File: config.mk
export PLATFORM = sky130hd
export DESIGN_NAME = acc_core
export DESIGN_NICKNAME = d
export VERILOG_FILES = /design/src/rtl/acc_core_pkg.sv /design/src/rtl/acc_alu.sv /design/src/rtl/acc_seq.sv /design/src/rtl/acc_regs.sv /design/src/rtl/acc_core.sv
export SDC_FILE = /design/constraint.sdc
export NUM_CORES = 1
export LEC_CHECK = 0
export ABC_CLOCK_PERIOD_IN_PS = 3500
export BUFFER_PORTS_ARGS = -buffer_cell sky130_fd_sc_hd__buf_2
export CORE_AREA = 5 5 150 152
export CTS_BUF_LIST = sky130_fd_sc_hd__clkbuf_8 sky130_fd_sc_hd__clkbuf_16
export CTS_CLUSTER_DIAMETER = 40
export DETAILED_ROUTE_END_ITERATION = 8
export DIE_AREA = 0 0 155 157
export GPL_TIMING_DRIVEN = 0
export PLACE_DENSITY = 0.55
export SYNTH_ARGS = -nofsm -noshare
export SYNTH_HDL_FRONTEND = slang
export SYNTH_HIERARCHICAL = 1
export SYNTH_SLANG_ARGS = --single-unit
File: constraint.sdc
create_clock -name clk -period 3.5 [get_ports clk]
set_input_delay 0.35 -clock clk [delete_from_list [all_inputs] [get_ports clk]]
set_output_delay 0.35 -clock clk [all_outputs]
set_load 0.03 [all_outputs]
File: src/rtl/acc_core_pkg.sv
package acc_core_pkg;

  typedef enum logic [3:0] {
    OP_HALT  = 4'd0,
    OP_LOAD  = 4'd1,
    OP_STORE = 4'd2,
    OP_ADD   = 4'd3,
    OP_SUB   = 4'd4,
    OP_AND   = 4'd5,
    OP_OR    = 4'd6,
    OP_NOT   = 4'd7,
    OP_JUMP  = 4'd8,
    OP_RETI  = 4'd9
  } opcode_e;

  typedef enum logic [2:0] {
    ALU_PASS,
    ALU_ADD,
    ALU_SUB,
    ALU_AND,
    ALU_OR,
    ALU_NOT
  } alu_op_e;

  typedef enum logic [3:0] {
    PH_FADDR,   // address latch <- program counter
    PH_FWAIT,   // memory read wait state
    PH_FCAP,    // buffer <- read data
    PH_FIR,     // instruction register <- buffer, pc advance
    PH_DEC,     // decode
    PH_EADDR,   // address latch <- operand address
    PH_EWAIT,   // operand read wait state
    PH_ECAP,    // buffer <- operand
    PH_EALU,    // accumulator <- ALU result
    PH_SPREP,   // buffer <- accumulator
    PH_SWR,     // memory write
    PH_ICHK,    // interrupt check
    PH_INT,     // interrupt entry
    PH_HALT     // stopped
  } phase_e;

  typedef struct packed {
    logic    mar_from_pc;
    logic    mar_from_ir;
    logic    mbr_from_mem;
    logic    mbr_from_acc;
    logic    ir_load;
    logic    pc_inc;
    logic    pc_jump;
    logic    pc_reti;
    logic    acc_load;
    alu_op_e alu_op;
    logic    mem_we;
    logic    int_take;
    logic    flag_illegal;
  } ctrl_t;

endpackage

File: src/rtl/acc_alu.sv
module acc_alu
  import acc_core_pkg::*;
#(
  parameter int WORD_W = 16
) (
  input  alu_op_e             op,
  input  logic [WORD_W-1:0]   acc_in,
  input  logic [WORD_W-1:0]   opnd_in,
  output logic [WORD_W-1:0]   result
);

  always_comb begin
    unique case (op)
      ALU_PASS: result = opnd_in;
      ALU_ADD:  result = acc_in + opnd_in;
      ALU_SUB:  result = acc_in - opnd_in;
      ALU_AND:  result = acc_in & opnd_in;
      ALU_OR:   result = acc_in | opnd_in;
      ALU_NOT:  result = ~acc_in;
      default:  result = opnd_in;
    endcase
  end

endmodule

File: src/rtl/acc_seq.sv
module acc_seq
  import acc_core_pkg::*;
(
  input  logic    clk,
  input  logic    rst_n,
  input  opcode_e opcode,
  input  logic    irq,
  input  logic    int_en,
  output phase_e  phase,
  output ctrl_t   ctl
);

  phase_e  phase_q, phase_d;
  alu_op_e alu_sel;

  // ALU function chosen by the instruction register opcode
  always_comb begin
    unique case (opcode)
      OP_ADD:  alu_sel = ALU_ADD;
      OP_SUB:  alu_sel = ALU_SUB;
      OP_AND:  alu_sel = ALU_AND;
      OP_OR:   alu_sel = ALU_OR;
      OP_NOT:  alu_sel = ALU_NOT;
      default: alu_sel = ALU_PASS;
    endcase
  end

  always_comb begin
    phase_d    = phase_q;
    ctl        = '0;
    ctl.alu_op = ALU_PASS;
    unique case (phase_q)
      PH_FADDR: begin
        ctl.mar_from_pc = 1'b1;
        phase_d         = PH_FWAIT;
      end
      PH_FWAIT: phase_d = PH_FCAP;
      PH_FCAP: begin
        ctl.mbr_from_mem = 1'b1;
        phase_d          = PH_FIR;
      end
      PH_FIR: begin
        ctl.ir_load = 1'b1;
        ctl.pc_inc  = 1'b1;
        phase_d     = PH_DEC;
      end
      PH_DEC: begin
        unique case (opcode)
          OP_HALT: phase_d = PH_HALT;
          OP_LOAD, OP_STORE, OP_ADD, OP_SUB, OP_AND, OP_OR:
            phase_d = PH_EADDR;
          OP_NOT: phase_d = PH_EALU;
          OP_JUMP: begin
            ctl.pc_jump = 1'b1;
            phase_d     = PH_ICHK;
          end
          OP_RETI: begin
            ctl.pc_reti = 1'b1;
            phase_d     = PH_ICHK;
          end
          default: begin
            ctl.flag_illegal = 1'b1;
            phase_d          = PH_HALT;
          end
        endcase
      end
      PH_EADDR: begin
        ctl.mar_from_ir = 1'b1;
        phase_d         = (opcode == OP_STORE) ? PH_SPREP : PH_EWAIT;
      end
      PH_EWAIT: phase_d = PH_ECAP;
      PH_ECAP: begin
        ctl.mbr_from_mem = 1'b1;
        phase_d          = PH_EALU;
      end
      PH_EALU: begin
        ctl.acc_load = 1'b1;
        ctl.alu_op   = alu_sel;
        phase_d      = PH_ICHK;
      end
      PH_SPREP: begin
        ctl.mbr_from_acc = 1'b1;
        phase_d          = PH_SWR;
      end
      PH_SWR: begin
        ctl.mem_we = 1'b1;
        phase_d    = PH_ICHK;
      end
      PH_ICHK: phase_d = (irq && int_en) ? PH_INT : PH_FADDR;
      PH_INT: begin
        ctl.int_take = 1'b1;
        phase_d      = PH_FADDR;
      end
      PH_HALT: phase_d = PH_HALT;
      default: phase_d = PH_HALT;
    endcase
  end

  always_ff @(posedge clk or negedge rst_n) begin
    if (!rst_n) phase_q <= PH_FADDR;
    else        phase_q <= phase_d;
  end

  assign phase = phase_q;

  // entry only from the check phase that follows an execute sequence
  a_r9_entry_after_check: assert property (@(posedge clk) disable iff (!rst_n)
    (phase_q == PH_INT) |-> ($past(phase_q) == PH_ICHK));

  // halt is sticky
  a_r7_halt_sticky: assert property (@(posedge clk) disable iff (!rst_n)
    (phase_q == PH_HALT) |=> (phase_q == PH_HALT));

endmodule

File: src/rtl/acc_regs.sv
module acc_regs
  import acc_core_pkg::*;
#(
  parameter int WORD_W       = 16,
  parameter int ADDR_W       = 12,
  parameter int HANDLER_ADDR = 'h010
) (
  input  logic              clk,
  input  logic              rst_n,
  input  ctrl_t             ctl,
  input  logic [WORD_W-1:0] mem_rdata,
  input  logic [WORD_W-1:0] alu_y,
  output logic [ADDR_W-1:0] pc,
  output logic [ADDR_W-1:0] mar,
  output logic [WORD_W-1:0] mbr,
  output logic [WORD_W-1:0] ir,
  output logic [WORD_W-1:0] acc,
  output logic              int_en,
  output logic              illegal
);

  localparam logic [ADDR_W-1:0] HANDLER = ADDR_W'(HANDLER_ADDR);

  logic [ADDR_W-1:0] pc_q, pc_d, mar_q, mar_d, shadow_q;
  logic [WORD_W-1:0] mbr_q, mbr_d, ir_q, acc_q;
  logic              ie_q, ill_q;
  logic              pc_en, mar_en, mbr_en, ie_en;
  logic [ADDR_W-1:0] ir_addr;

  assign ir_addr = ir_q[ADDR_W-1:0];

  always_comb begin
    pc_en = ctl.pc_inc | ctl.pc_jump | ctl.pc_reti | ctl.int_take;
    if (ctl.pc_jump)       pc_d = ir_addr;
    else if (ctl.pc_reti)  pc_d = shadow_q;
    else if (ctl.int_take) pc_d = HANDLER;
    else                   pc_d = pc_q + ADDR_W'(1);

    mar_en = ctl.mar_from_pc | ctl.mar_from_ir;
    mar_d  = ctl.mar_from_pc ? pc_q : ir_addr;

    mbr_en = ctl.mbr_from_mem | ctl.mbr_from_acc;
    mbr_d  = ctl.mbr_from_mem ? mem_rdata : acc_q;

    ie_en  = ctl.int_take | ctl.pc_reti;
  end

  always_ff @(posedge clk or negedge rst_n) begin
    if (!rst_n) begin
      pc_q     <= '0;
      mar_q    <= '0;
      mbr_q    <= '0;
      ir_q     <= '0;
      acc_q    <= '0;
      shadow_q <= '0;
      ie_q     <= 1'b1;
      ill_q    <= 1'b0;
    end else begin
      if (pc_en)            pc_q     <= pc_d;
      if (mar_en)           mar_q    <= mar_d;
      if (mbr_en)           mbr_q    <= mbr_d;
      if (ctl.ir_load)      ir_q     <= mbr_q;
      if (ctl.acc_load)     acc_q    <= alu_y;
      if (ctl.int_take)     shadow_q <= pc_q;
      if (ie_en)            ie_q     <= ctl.pc_reti;
      if (ctl.flag_illegal) ill_q    <= 1'b1;
    end
  end

  assign pc      = pc_q;
  assign mar     = mar_q;
  assign mbr     = mbr_q;
  assign ir      = ir_q;
  assign acc     = acc_q;
  assign int_en  = ie_q;
  assign illegal = ill_q;

  // return restores the value saved at entry and re-enables
  a_r11_reti_restore: assert property (@(posedge clk) disable iff (!rst_n)
    ctl.pc_reti |=> (pc_q == $past(shadow_q)) && ie_q);

  // entry lands on the handler with interrupts masked
  a_r9_entry_target: assert property (@(posedge clk) disable iff (!rst_n)
    ctl.int_take |=> (pc_q == HANDLER) && !ie_q && (shadow_q == $past(pc_q)));

  // no entry while masked
  a_r10_no_nest: assert property (@(posedge clk) disable iff (!rst_n)
    ctl.int_take |-> ie_q);

endmodule

File: src/rtl/acc_core.sv
module acc_core
  import acc_core_pkg::*;
#(
  parameter int WORD_W       = 16,
  parameter int ADDR_W       = 12,
  parameter int OPC_W        = 4,
  parameter int HANDLER_ADDR = 'h010
) (
  input  logic              clk,
  input  logic              rst_n,
  input  logic              irq,
  input  logic [WORD_W-1:0] mem_rdata,
  output logic [ADDR_W-1:0] mem_addr,
  output logic [WORD_W-1:0] mem_wdata,
  output logic              mem_we,
  output logic              halted,
  output logic              illegal,
  output logic              int_en,
  output logic [WORD_W-1:0] acc_value,
  output logic [ADDR_W-1:0] pc_value
);

  localparam int OPC_LSB = WORD_W - OPC_W;

  logic              rst_meta_q, rst_sync_q;
  phase_e            phase;
  ctrl_t             ctl;
  logic [ADDR_W-1:0] pc, mar;
  logic [WORD_W-1:0] mbr, ir, acc, alu_y;
  logic              ie;
  opcode_e           opcode;

  // asynchronous assertion, synchronous release
  always_ff @(posedge clk or negedge rst_n) begin
    if (!rst_n) begin
      rst_meta_q <= 1'b0;
      rst_sync_q <= 1'b0;
    end else begin
      rst_meta_q <= 1'b1;
      rst_sync_q <= rst_meta_q;
    end
  end

  assign opcode = opcode_e'(ir[WORD_W-1:OPC_LSB]);

  acc_seq u_seq (
    .clk    (clk),
    .rst_n  (rst_sync_q),
    .opcode (opcode),
    .irq    (irq),
    .int_en (ie),
    .phase  (phase),
    .ctl    (ctl)
  );

  acc_alu #(.WORD_W(WORD_W)) u_alu (
    .op      (ctl.alu_op),
    .acc_in  (acc),
    .opnd_in (mbr),
    .result  (alu_y)
  );

  acc_regs #(
    .WORD_W       (WORD_W),
    .ADDR_W       (ADDR_W),
    .HANDLER_ADDR (HANDLER_ADDR)
  ) u_regs (
    .clk       (clk),
    .rst_n     (rst_sync_q),
    .ctl       (ctl),
    .mem_rdata (mem_rdata),
    .alu_y     (alu_y),
    .pc        (pc),
    .mar       (mar),
    .mbr       (mbr),
    .ir        (ir),
    .acc       (acc),
    .int_en    (ie),
    .illegal   (illegal)
  );

  assign mem_addr  = mar;
  assign mem_wdata = mbr;
  assign mem_we    = ctl.mem_we;
  assign halted    = (phase == PH_HALT);
  assign int_en    = ie;
  assign acc_value = acc;
  assign pc_value  = pc;

  // fetch advances the program counter by one
  a_r2_pc_step: assert property (@(posedge clk) disable iff (!rst_sync_q)
    (phase == PH_FIR) |=> (pc_value == $past(pc_value) + ADDR_W'(1)));

  // the fetch address comes from the program counter
  a_r3_fetch_addr: assert property (@(posedge clk) disable iff (!rst_sync_q)
    (phase == PH_FADDR) |=> (mem_addr == $past(pc_value)));

  // write data equals the accumulator
  a_r5_store_data: assert property (@(posedge clk) disable iff (!rst_sync_q)
    mem_we |-> (mem_wdata == acc_value));

  // a halted core writes nothing and holds its program counter
  a_r7_halt_quiet: assert property (@(posedge clk) disable iff (!rst_sync_q)
    halted |=> !mem_we && $stable(pc_value));

  // an illegal opcode always leaves the core halted
  a_r8_illegal_halts: assert property (@(posedge clk) disable iff (!rst_sync_q)
    illegal |-> halted);

endmodule

==> impl_metrics.tcl <==
set metrics [dict create \
    status "finished, violations left" \
    violations "setup timing" \
    nFillCells 2129 \
    die_area_um2 24340 \
    setup_violations 8 \
    tns_ps -989.7 \
    nNetsFinal 822 \
    finalHoldViolations 0 \
    switching_power_w 0.004106 \
    crit_path_max_fanout 5 \
    synth_top_family_by_area "compound AO/OA/AOI/OAI gates" \
    postLayoutCoreUtil_pct 37.54 \
    fin_cells 1063 \
    drive_gt1_share_pct 33.12 \
    grt_pass1_wl_um 31150 \
    ant_nets 0 \
    syn2layout_area_growth_pct 27.69 \
    criticalPathCategory "flip-flop to flip-flop" \
    yosysMostFrequentCell "dfrtp_1" \
    cp-end-kind "flip-flop" \
    max_slew.worst_pin.slew_ps 1027 \
    synth_xor_area_share_pct 6.418 \
    overflow 0 \
    cap_violations 0 \
    synth-edff-count 0 \
    internal_power_w 0.004437 \
    min_period_ps 3694 \
    crit_top_cell "o21ai_2" \
    die_w_um 155 \
    cp_cell_sequence "nor4b_4, nand2_2, nor3_4, nor3b_4, buf_6, clkbuf_16, nor2_4, xnor2_2, ha_1, o211ai_1, a21oi_2, o31a_1, buf_4, o21ai_2, mux2_4, o21ai_2, mux2_2" \
    core_area_um2 20890 \
    cts_buffers 9 \
    avgSynthCellArea_um2 9.361 \
    critical_path_arrival_ps 3990 \
    critPathSlowestCell "dfrtp_2" \
    synth_fa_ha_area_share_pct 4.197 \
    ys_ff_latch 92 \
    cp_slowest_stage_delay_ps 430 \
    clk_latency_ps 360 \
    pre_cts_slack_ps -696.4 \
    antenna_found_initial 0 \
    synth_compound_area_share_pct 19.05 \
    num_vias 5626 \
    power_leakage_nw 3.275 \
    synth_warnings 6 \
    yosys.area.top_type "dfrtp_1" \
    swShare_pct 48.07 \
    drtPass1Iterations 5 \
    ios 79 \
    clk_pin_slew_ps 70 \
    cts_max_level 3 \
    port_buffers 78 \
    pwr-share-clk_pct 11.4 \
    yosys_most_used_dff "dfrtp_1" \
    async_flop_share_pct 100.0 \
    n_antenna_cell 0 \
    synth_area_um2 6141 \
    vdd.ir_drop.worst_mv 0.4119 \
    wl_per_cell_um 18.65 \
    yosysSeqAreaShare_pct 37.51 \
    synthesis.instances 656 \
    drcViolationCount 0 \
    slew_headroom_pct 30.97 \
    hold_class "input pin to flip-flop" \
    multiInputGateArea_um2 3901 \
    drt_iter0_drc 531 \
    start_util_pct 29.40 \
    seq_power_share_pct 26.7 \
    fin_crit_sh_pct 105.5 \
    via_per_inst 5.293 \
    fp-row-count 53 \
    syn-num-nets 695 \
    timing.hold.ws_ps 206.7 \
    seqCellArea_um2 2313 \
    p_per_area_nw_per_um2 1090 \
    required_ps 3800 \
    place.gp.congestion 0.8885 \
    hpwlAfterDp_um 13950 \
    die_h_um 157 \
    setup_slack_ps -193.9 \
    synth.area.mux_share_pct 13.45 \
    clockRootBuffer "clkbuf_16" \
    dpl.cell_count 1010 \
    cts_buffer_depth 2 \
    post-synth-top-area-fraction_pct 37.08 \
    grt_max_degree 48 \
    startpoint_type "flip-flop" \
    cts.sink_count 92 \
    synth_area_leaders "dfrtp_1 (37%), mux2_2 (8.1%), mux2i_1 (5.4%)" \
    max_freq_mhz 270.7 \
    routed_wl_um 19830 \
    cts_tree "built" \
    grt_usage_pct 16.18 \
    yosys.cell_types.count 70 \
    grt_pass1_vias 5371 \
    skew_ps 8.849 \
    synthTopCellsByCount "dfrtp_1 (91), o21ai_0 (65), nand2_1 (58)" \
    synthSimpleGateAreaFrac_pct 15.06 \
    rsz0062_at_grt "yes" \
    report.final.slew_viol_count 0 \
    combPwrFrac_pct 61.9 \
]
metal layers:
metal / track usage, % / part of all wire [%]
met5: 0 / 0
met3: 3.189 / 6.3
met2: 24.37 / 45
met1: 23.73 / 47
met4: 4.205 / 1.3
worst max-delay path: cells and delay by family, from the launching register on:
kind            cells  cell delay [ps]
flops               1              430
simple gates        5              920
mux                 2              470
fa+ha+maj           1              300
compound gates      5              920
xor+xnor            1              120
buf+inv             3              470
cells in the final DEF, fill, tap and decap left out, types with 8 or more instances in the layout:
cell type	Yosys	layout
xor2_1	13	13
dfrtp_1	91	85
nor2b_1	15	14
o21ai_0	65	62
clkbuf_1	16	14
nor2_1	27	23
inv_1	21	23
ha_1	19	17
a21oi_2	0	8
nor3_1	14	11
o221ai_1	12	10
xnor2_1	32	30
nand3_1	10	10
mux2_2	44	34
nand2_1	58	57
a21oi_1	50	39
clkbuf_16	0	10
mux2i_1	33	33
buf_2	17	95
mux2_4	0	10
buf_4	3	37
layout make-up:
class	count	area share (%)
Multi-Input combinational cell	503	49.75
Clock buffer	13	3.574
Tap cell	275	4.388
Inverter	22	1.053
Timing Repair Buffer	116	9.000
Clock inverter	3	0.1596
Sequential cell	92	29.50
Buffer	39	2.569
stage by stage:
step	cell area [um^2]	total power (W)
3_5_place_dp	6938	0.006517
4_1_cts	7575	0.008029
3_3_place_gp	6907	0.006478
5_1_grt	7841	0.009139
2_1_floorplan	6172	0.005301
6_report	7841	0.008543
sequential cells by signal, summed over array words and instances (netlist names):
register         count
u_seq/phase          4
rst_meta_q           1
u_regs/illegal       1
u_regs/int_en        1
u_regs/mar          12
u_regs/pc           12
u_regs/mbr          16
u_regs/shadow_q     12
u_regs/ir           16
u_regs/acc          16
rst_sync_q           1
power groups by stage:
stage	registers [W]	clock network (W)	logic, W
3_3_place_gp	0.00233	0	0.00415
2_1_floorplan	0.00261	0	0.00269
4_1_cts	0.00230	0.00101	0.00472
6_report	0.00228	0.000974	0.00529
5_1_grt	0.00238	0.00105	0.00572
3_5_place_dp	0.00232	0	0.00419
final timing paths:
kind / start / endpoint / slack [ps] / cells after the start
worst min-delay path: mem_rdata[0] / u_regs/mbr[0]$_DFFE_PN0P_ / 210 / 3
worst max register to register: u_seq/phase[0]$_DFF_PN0_ / u_regs/acc[9]$_DFFE_PN0P_ / -190 / 17
worst max-delay path: u_seq/phase[0]$_DFF_PN0_ / u_regs/acc[9]$_DFFE_PN0P_ / -190 / 17
max in group asynchronous: rst_sync_q$_DFF_PN0_ / u_regs/int_en$_DFFE_PN1P_ / 2430 / 1
min in group asynchronous: rst_n / rst_sync_q$_DFF_PN0_ / 310 / 2
worst min register to register: rst_meta_q$_DFF_PN0_ / rst_sync_q$_DFF_PN0_ / 350 / 0
kinds of logic (layout without fill, tap and decap cells):
logic type	after synthesis	count (layout)
AOI/OAI and AO/OA	189	189
and+or+nand+nor	171	171
DFF	92	92
muxes	77	77
buffers and inverters	61	193
xor gates and xnor gates	45	45
adders and majority gates	20	20
other	1	1
repair_timing:
| action | in CTS | in global routing |
|---|---|---|
| hold endpoints to repair | 2 | 0 |
| gates resized for setup | 43 | 35 |
| gates cloned | 1 | 0 |
| pin swaps | 33 | 42 |
| endpoints found under the setup margin | 14 | 13 |
| buffers inserted | 20 | 15 |
| hold buffers | 1 | 0 |
Note: power is estimated with default switching activity, not from simulation.
